==> src/rtl/ledr_rx_pkg.sv <==
// Package: shared types for the dual-rail two-phase receiver.
// Assumes nothing beyond a one-bit phase encoding: 0 = even, 1 = odd.
package ledr_rx_pkg;

    typedef enum logic {
        PH_EVEN = 1'b0,
        PH_ODD  = 1'b1
    } ledr_phase_e;

    // Return the phase that follows the given one.
    function automatic ledr_phase_e next_phase(input ledr_phase_e ph);
        return (ph == PH_EVEN) ? PH_ODD : PH_EVEN;
    endfunction

endpackage

==> src/rtl/ledr_bit_phase.sv <==
// Module: per-bit phase detector.
// Reports whether one bit's two wires show the even phase (wires equal)
// or the odd phase (wires differ). Pure combinational logic.
// Assumes the wires are already stable in the receiver clock domain.
module ledr_bit_phase (
    input  logic val_i,
    input  logic cmp_i,
    output logic is_even_o,
    output logic is_odd_o
);

    // Classify the pair of wires into one of the two phases.
    always_comb begin
        is_even_o = (val_i == cmp_i);
        is_odd_o  = (val_i != cmp_i);
    end

endmodule

==> src/rtl/ledr_completion.sv <==
// Module: word-level completion detector.
// Has one phase detector per bit, combines the even and odd results
// across all bits, and reports a match when every bit shows the
// expected phase. Combinational. Assumes WIDTH >= 1.
module ledr_completion
    import ledr_rx_pkg::*;
#(
    parameter int WIDTH = 8
) (
    input  logic [WIDTH-1:0] rail_val_i,
    input  logic [WIDTH-1:0] rail_cmp_i,
    input  ledr_phase_e      expect_i,
    output logic             all_even_o,
    output logic             all_odd_o,
    output logic             match_o
);

    logic [WIDTH-1:0] even_vec;
    logic [WIDTH-1:0] odd_vec;

    for (genvar b = 0; b < WIDTH; b++) begin : g_bit
        ledr_bit_phase u_bit (
            .val_i     (rail_val_i[b]),
            .cmp_i     (rail_cmp_i[b]),
            .is_even_o (even_vec[b]),
            .is_odd_o  (odd_vec[b])
        );
    end

    // Reduce per-bit results and select the one for the expected phase.
    always_comb begin
        all_even_o = &even_vec;
        all_odd_o  = &odd_vec;
        match_o    = (expect_i == PH_EVEN) ? all_even_o : all_odd_o;
    end

endmodule

==> src/rtl/ledr_capture_reg.sv <==
// Module: capture register, hold flag and expected-phase tracker.
// Stores the value-wire vector when a match is reported, capture is
// enabled and no word is held. It then keeps the word until it is
// acknowledged. The expected phase flips once per capture.
// Synchronous active-low reset; the expected phase resets to even.
module ledr_capture_reg
    import ledr_rx_pkg::*;
#(
    parameter int WIDTH = 8
) (
    input  logic             clk,
    input  logic             rst_n,
    input  logic             cap_en_i,
    input  logic             match_i,
    input  logic [WIDTH-1:0] rail_val_i,
    input  logic             ack_i,
    output logic [WIDTH-1:0] word_o,
    output logic             valid_o,
    output ledr_phase_e      expect_o
);

    logic take;

    // Decide whether this edge stores a new word.
    always_comb begin
        take = match_i && cap_en_i && !valid_o;
    end

    // Update the held word, the hold flag and the expected phase.
    always_ff @(posedge clk) begin
        if (!rst_n) begin
            word_o   <= '0;
            valid_o  <= 1'b0;
            expect_o <= PH_EVEN;
        end else if (take) begin
            word_o   <= rail_val_i;
            valid_o  <= 1'b1;
            expect_o <= next_phase(expect_o);
        end else if (valid_o && ack_i) begin
            valid_o  <= 1'b0;
        end
    end


    hold_until_ack_chk: assert property (@(posedge clk) disable iff (!rst_n)
        (valid_o && !ack_i) |=> (valid_o && $stable(word_o)));


    no_recapture_chk: assert property (@(posedge clk) disable iff (!rst_n)
        valid_o |=> $stable(expect_o));


    enable_gate_chk: assert property (@(posedge clk) disable iff (!rst_n)
        (!cap_en_i && !valid_o) |=> !valid_o);

endmodule

==> src/rtl/ledr_receiver.sv <==
// Module: top of the dual-rail two-phase word receiver.
// Joins the completion detector to the capture register. The rails
// must already be synchronized to clk. A word is offered on word_out
// with word_valid until word_ack is seen at a clock edge.
module ledr_receiver
    import ledr_rx_pkg::*;
#(
    parameter int WIDTH = 8
) (
    input  logic             clk,
    input  logic             rst_n,
    input  logic             cap_en,
    input  logic [WIDTH-1:0] rail_val,
    input  logic [WIDTH-1:0] rail_cmp,
    input  logic             word_ack,
    output logic [WIDTH-1:0] word_out,
    output logic             word_valid
);

    ledr_phase_e expect_ph;
    logic        all_even;
    logic        all_odd;
    logic        match;

    ledr_completion #(.WIDTH(WIDTH)) u_done (
        .rail_val_i (rail_val),
        .rail_cmp_i (rail_cmp),
        .expect_i   (expect_ph),
        .all_even_o (all_even),
        .all_odd_o  (all_odd),
        .match_o    (match)
    );

    ledr_capture_reg #(.WIDTH(WIDTH)) u_cap (
        .clk        (clk),
        .rst_n      (rst_n),
        .cap_en_i   (cap_en),
        .match_i    (match),
        .rail_val_i (rail_val),
        .ack_i      (word_ack),
        .word_o     (word_out),
        .valid_o    (word_valid),
        .expect_o   (expect_ph)
    );


    capture_needs_all_chk: assert property (@(posedge clk) disable iff (!rst_n)
        $rose(word_valid) |-> $past(match));


    capture_data_chk: assert property (@(posedge clk) disable iff (!rst_n)
        $rose(word_valid) |-> (word_out == $past(rail_val)));


    phase_exclusive_chk: assert property (@(posedge clk) disable iff (!rst_n)
        !(all_even && all_odd));

endmodule

==> config.mk <==
export PLATFORM = sky130hd
export DESIGN_NAME = ledr_receiver
export DESIGN_NICKNAME = d
export VERILOG_FILES = /design/src/rtl/ledr_rx_pkg.sv /design/src/rtl/ledr_bit_phase.sv /design/src/rtl/ledr_completion.sv /design/src/rtl/ledr_capture_reg.sv /design/src/rtl/ledr_receiver.sv
export SDC_FILE = /design/constraint.sdc
export NUM_CORES = 1
export LEC_CHECK = 0
export ABC_AREA = 1
export BUFFER_PORTS_ARGS = -buffer_cell sky130_fd_sc_hd__buf_2
export CORE_MARGIN = 2
export CORE_UTILIZATION = 45
export CTS_CLUSTER_DIAMETER = 40
export DETAILED_ROUTE_END_ITERATION = 8
export MAX_ROUTING_LAYER = met4
export PLACE_DENSITY = 0.78
export SLEW_MARGIN = 20
export SYNTH_ARGS = -nofsm -noshare
export SYNTH_HDL_FRONTEND = slang
export SYNTH_SLANG_ARGS = --single-unit
==> constraint.sdc <==
create_clock -name clk -period 1.63 [get_ports clk]
set_clock_uncertainty 0.15 [all_clocks]
set_input_delay 0.2445 -clock clk [delete_from_list [all_inputs] [get_ports clk]]
set_output_delay 0.2445 -clock clk [all_outputs]
set_load 0.05 [all_outputs]
==> summary.md <==
| Metric | Value |
|---|---|
| CTS tree | `yes` |
| P per Cell Area | `595 mW/mm2` |
| Final cell count without fillers | `192` |
| DR iter-0 viols | `10` |
| Via count | `approximately 870` |
| Multi-input gate area | `just over 400 um2` |
| Layout cell share with drive strength beyond 1 | `0.274` |
| Later-pin clock latency in the skew report | `0.26 ns` |
| Crit-path leading delay family | `flip-flops` |
| Maximum vdd drop | `0.222 mV` |
| WS Path Type | `flip-flop to primary output` |
| Clock Path Buffers | `2` |
| Post-route ant nets | `0` |
| Total Power | `0.574 mW` |
| Startpoint types | `flip-flop` |
| Worst path arrival time | `around 0.90 ns` |
| Pleak | `0.604 nW` |
| Largest net degree at the start of global routing | `12` |
| Register area | `200 um2` |
| Post_cts resized | `0` |
| Critical Path RT | `approximately 1.2 ns` |
| Site row count | `15` |
| Gr ovfl total | `0` |
| Synthesis-stage register bit count | `10` |
| Yosys warning count | `0` |
| Synth unique cells | `15` |
| # diodes | `0` |
| Nets@finish | `196` |
| PortBufs | `28` |
| Die ar. | `0.00208 mm2` |
| Die Wd | `45.7 um` |
| First drt pass iteration count | `4` |
| Max-Cap Viols | `0` |
| Max incr delay on CP | `0.36 ns` |
| Avg Cell Area, Syn | `roughly 5.4 um2` |
| Core ar. | `0.00167 mm2` |
| Final Setup Violations | `0` |
| Post-DR vias/cell | `4.54` |
| Worst Path Buf+Inv | `1` |
| CTS clk-pin slew, worst paths | `0.07 ns` |
| Status | `complete, no violations` |
| CTS Root Cell | `clkbuf_4` |
| Worst-Margin Slew | `0.259 ns` |
| Final min period | `1.29 ns` |
| Post-Route WL | `between 1500 and 2000 um` |
| Vias in the first global route | `around 750` |
| Placed cell count | `188` |
| Setup TNS | `0 ns` |
| Total GRT Usage | `0.176` |
| CTS H-tree lvls | `1` |
| # clock sinks | `10` |
| Critical-path cell list | `buf_2` |
| DRC Markers | `0` |
| Cell Area, Synth | `781 um2` |
| Sequential element share of the synthesized area | `0.256` |
| Final worst path period share | `0.792` |
| Syn_nets | `165` |
| Syn-to-layout area delta | `23.6%` |
| Io pins | `29` |
| Initial antenna violation count | `0` |
| Final Hold Violating Endpoints | `0` |
| Routed len/inst | `between 8 and 9 um` |
| Die Y | `45.7 um` |
| CP max-delay cell | `dfxtp_1` |
| Post-CTS Hold Fix Bufs | `0` |
| Detailed-placement wirelength estimate | `1310 um` |
| CP Capture Type | `primary output` |
| Gpl congestion | `0.732` |
| Fill cells | `171` |
| HP Class | `input port to flip-flop` |
| Max Slew Vio Count | `0` |
| First-pass GRT wire length | `approximately 2700 um` |
| Slew margin rel. | `0.829` |
| CTS Buf Count | `3` |
| # Post-CTS Setup Buffers | `0` |
| Syn Inst Count | `145` |
| Crit path max fanout | `3` |
| Starting Density | `0.467` |
| RSZ-0062 raised after global routing | `false` |
| Peak Freq | `774 MHz` |
-- sequential cells by signal (all words and copies together) (netlist names) --
signal	flops
u_cap.valid_o	1
u_cap.expect_o	1
u_cap.word_o	8
-- cell type report --
cell class                 count  share of cell area
multi-input combinational     93               0.428
sequential                    10               0.208
timing repair buffer          29               0.153
inverter                      39               0.152
clock buffer                   4              0.0376
tap                           17              0.0220
-- where the power goes --
part	switching [mW]	total [mW]	internal [mW]
combinational	0.0629	0.105	0.0426
clock	0.0873	0.223	0.136
sequential	0.000372	0.245	0.245
-- per-stage QoR --
stage	setup slack, ns	hold slack (ns)	instance area [um2]	util
after floorplan	0.201	0.257	781	-
after global placement	0.110	0.323	928	0.556
after detailed placement	0.0706	0.332	928	0.556
after CTS	0.335	0.0701	965	0.578
after global routing	0.195	0.101	965	0.578
final	0.339	0.0733	965	0.578
-- metal layers --
metal | global-route usage | vias to the layer above | wire length, um | share of wire
li1 | - | 480 | - | -
met1 | 0.193 | 368 | 665 | 0.43
met2 | 0.315 | 21 | 821 | 0.53
met3 | 0.0238 | 3 | 48 | 0.031
met4 | 0.0706 | 0 | 19 | 0.012
met5 | - | - | 0 | 0
-- placed cells by master (no fill, tap or decap), drive strengths merged --
cell,count
nand2,67
inv,38
buf,29
nor2,14
dfxtp,10
nand4,9
clkbuf,4
nand3,2
a21boi,1
clkinv,1
-- logic make-up (layout without fill, tap and decap cells) --
logic type | after synthesis | after routing | share of synthesized area
AO/OA/AOI/OAI | 1 | 1 | 0.00962
buffers and inverters | 42 | 72 | 0.215
flip-flops | 10 | 10 | 0.256
AND/OR/NAND/NOR | 92 | 92 | 0.519
-- cell usage after synthesis (all sizes together) --
| cell type | instances | share of area |
|---|---|---|
| a21boi | 1 | 0.0096 |
| buf | 3 | 0.027 |
| clkinv | 1 | 0.0048 |
| dfxtp | 10 | 0.26 |
| inv | 38 | 0.18 |
| nand2 | 67 | 0.35 |
| nand3 | 2 | 0.029 |
| nand4 | 9 | 0.072 |
| nor2 | 14 | 0.071 |
-- worst paths after layout --
| check | startpoint | to | slack (ns) | cells after the start |
|---|---|---|---|---|
| min | word_ack | u_cap.valid_o | 0.07 | 4 |
| max | u_cap.valid_o | word_valid | 0.34 | 1 |
| max reg2reg | u_cap.expect_o | u_cap.word_o[5] | 0.36 | 6 |
| min reg2reg | u_cap.valid_o | u_cap.valid_o | 0.34 | 2 |
(Power assumes the default switching activity.)
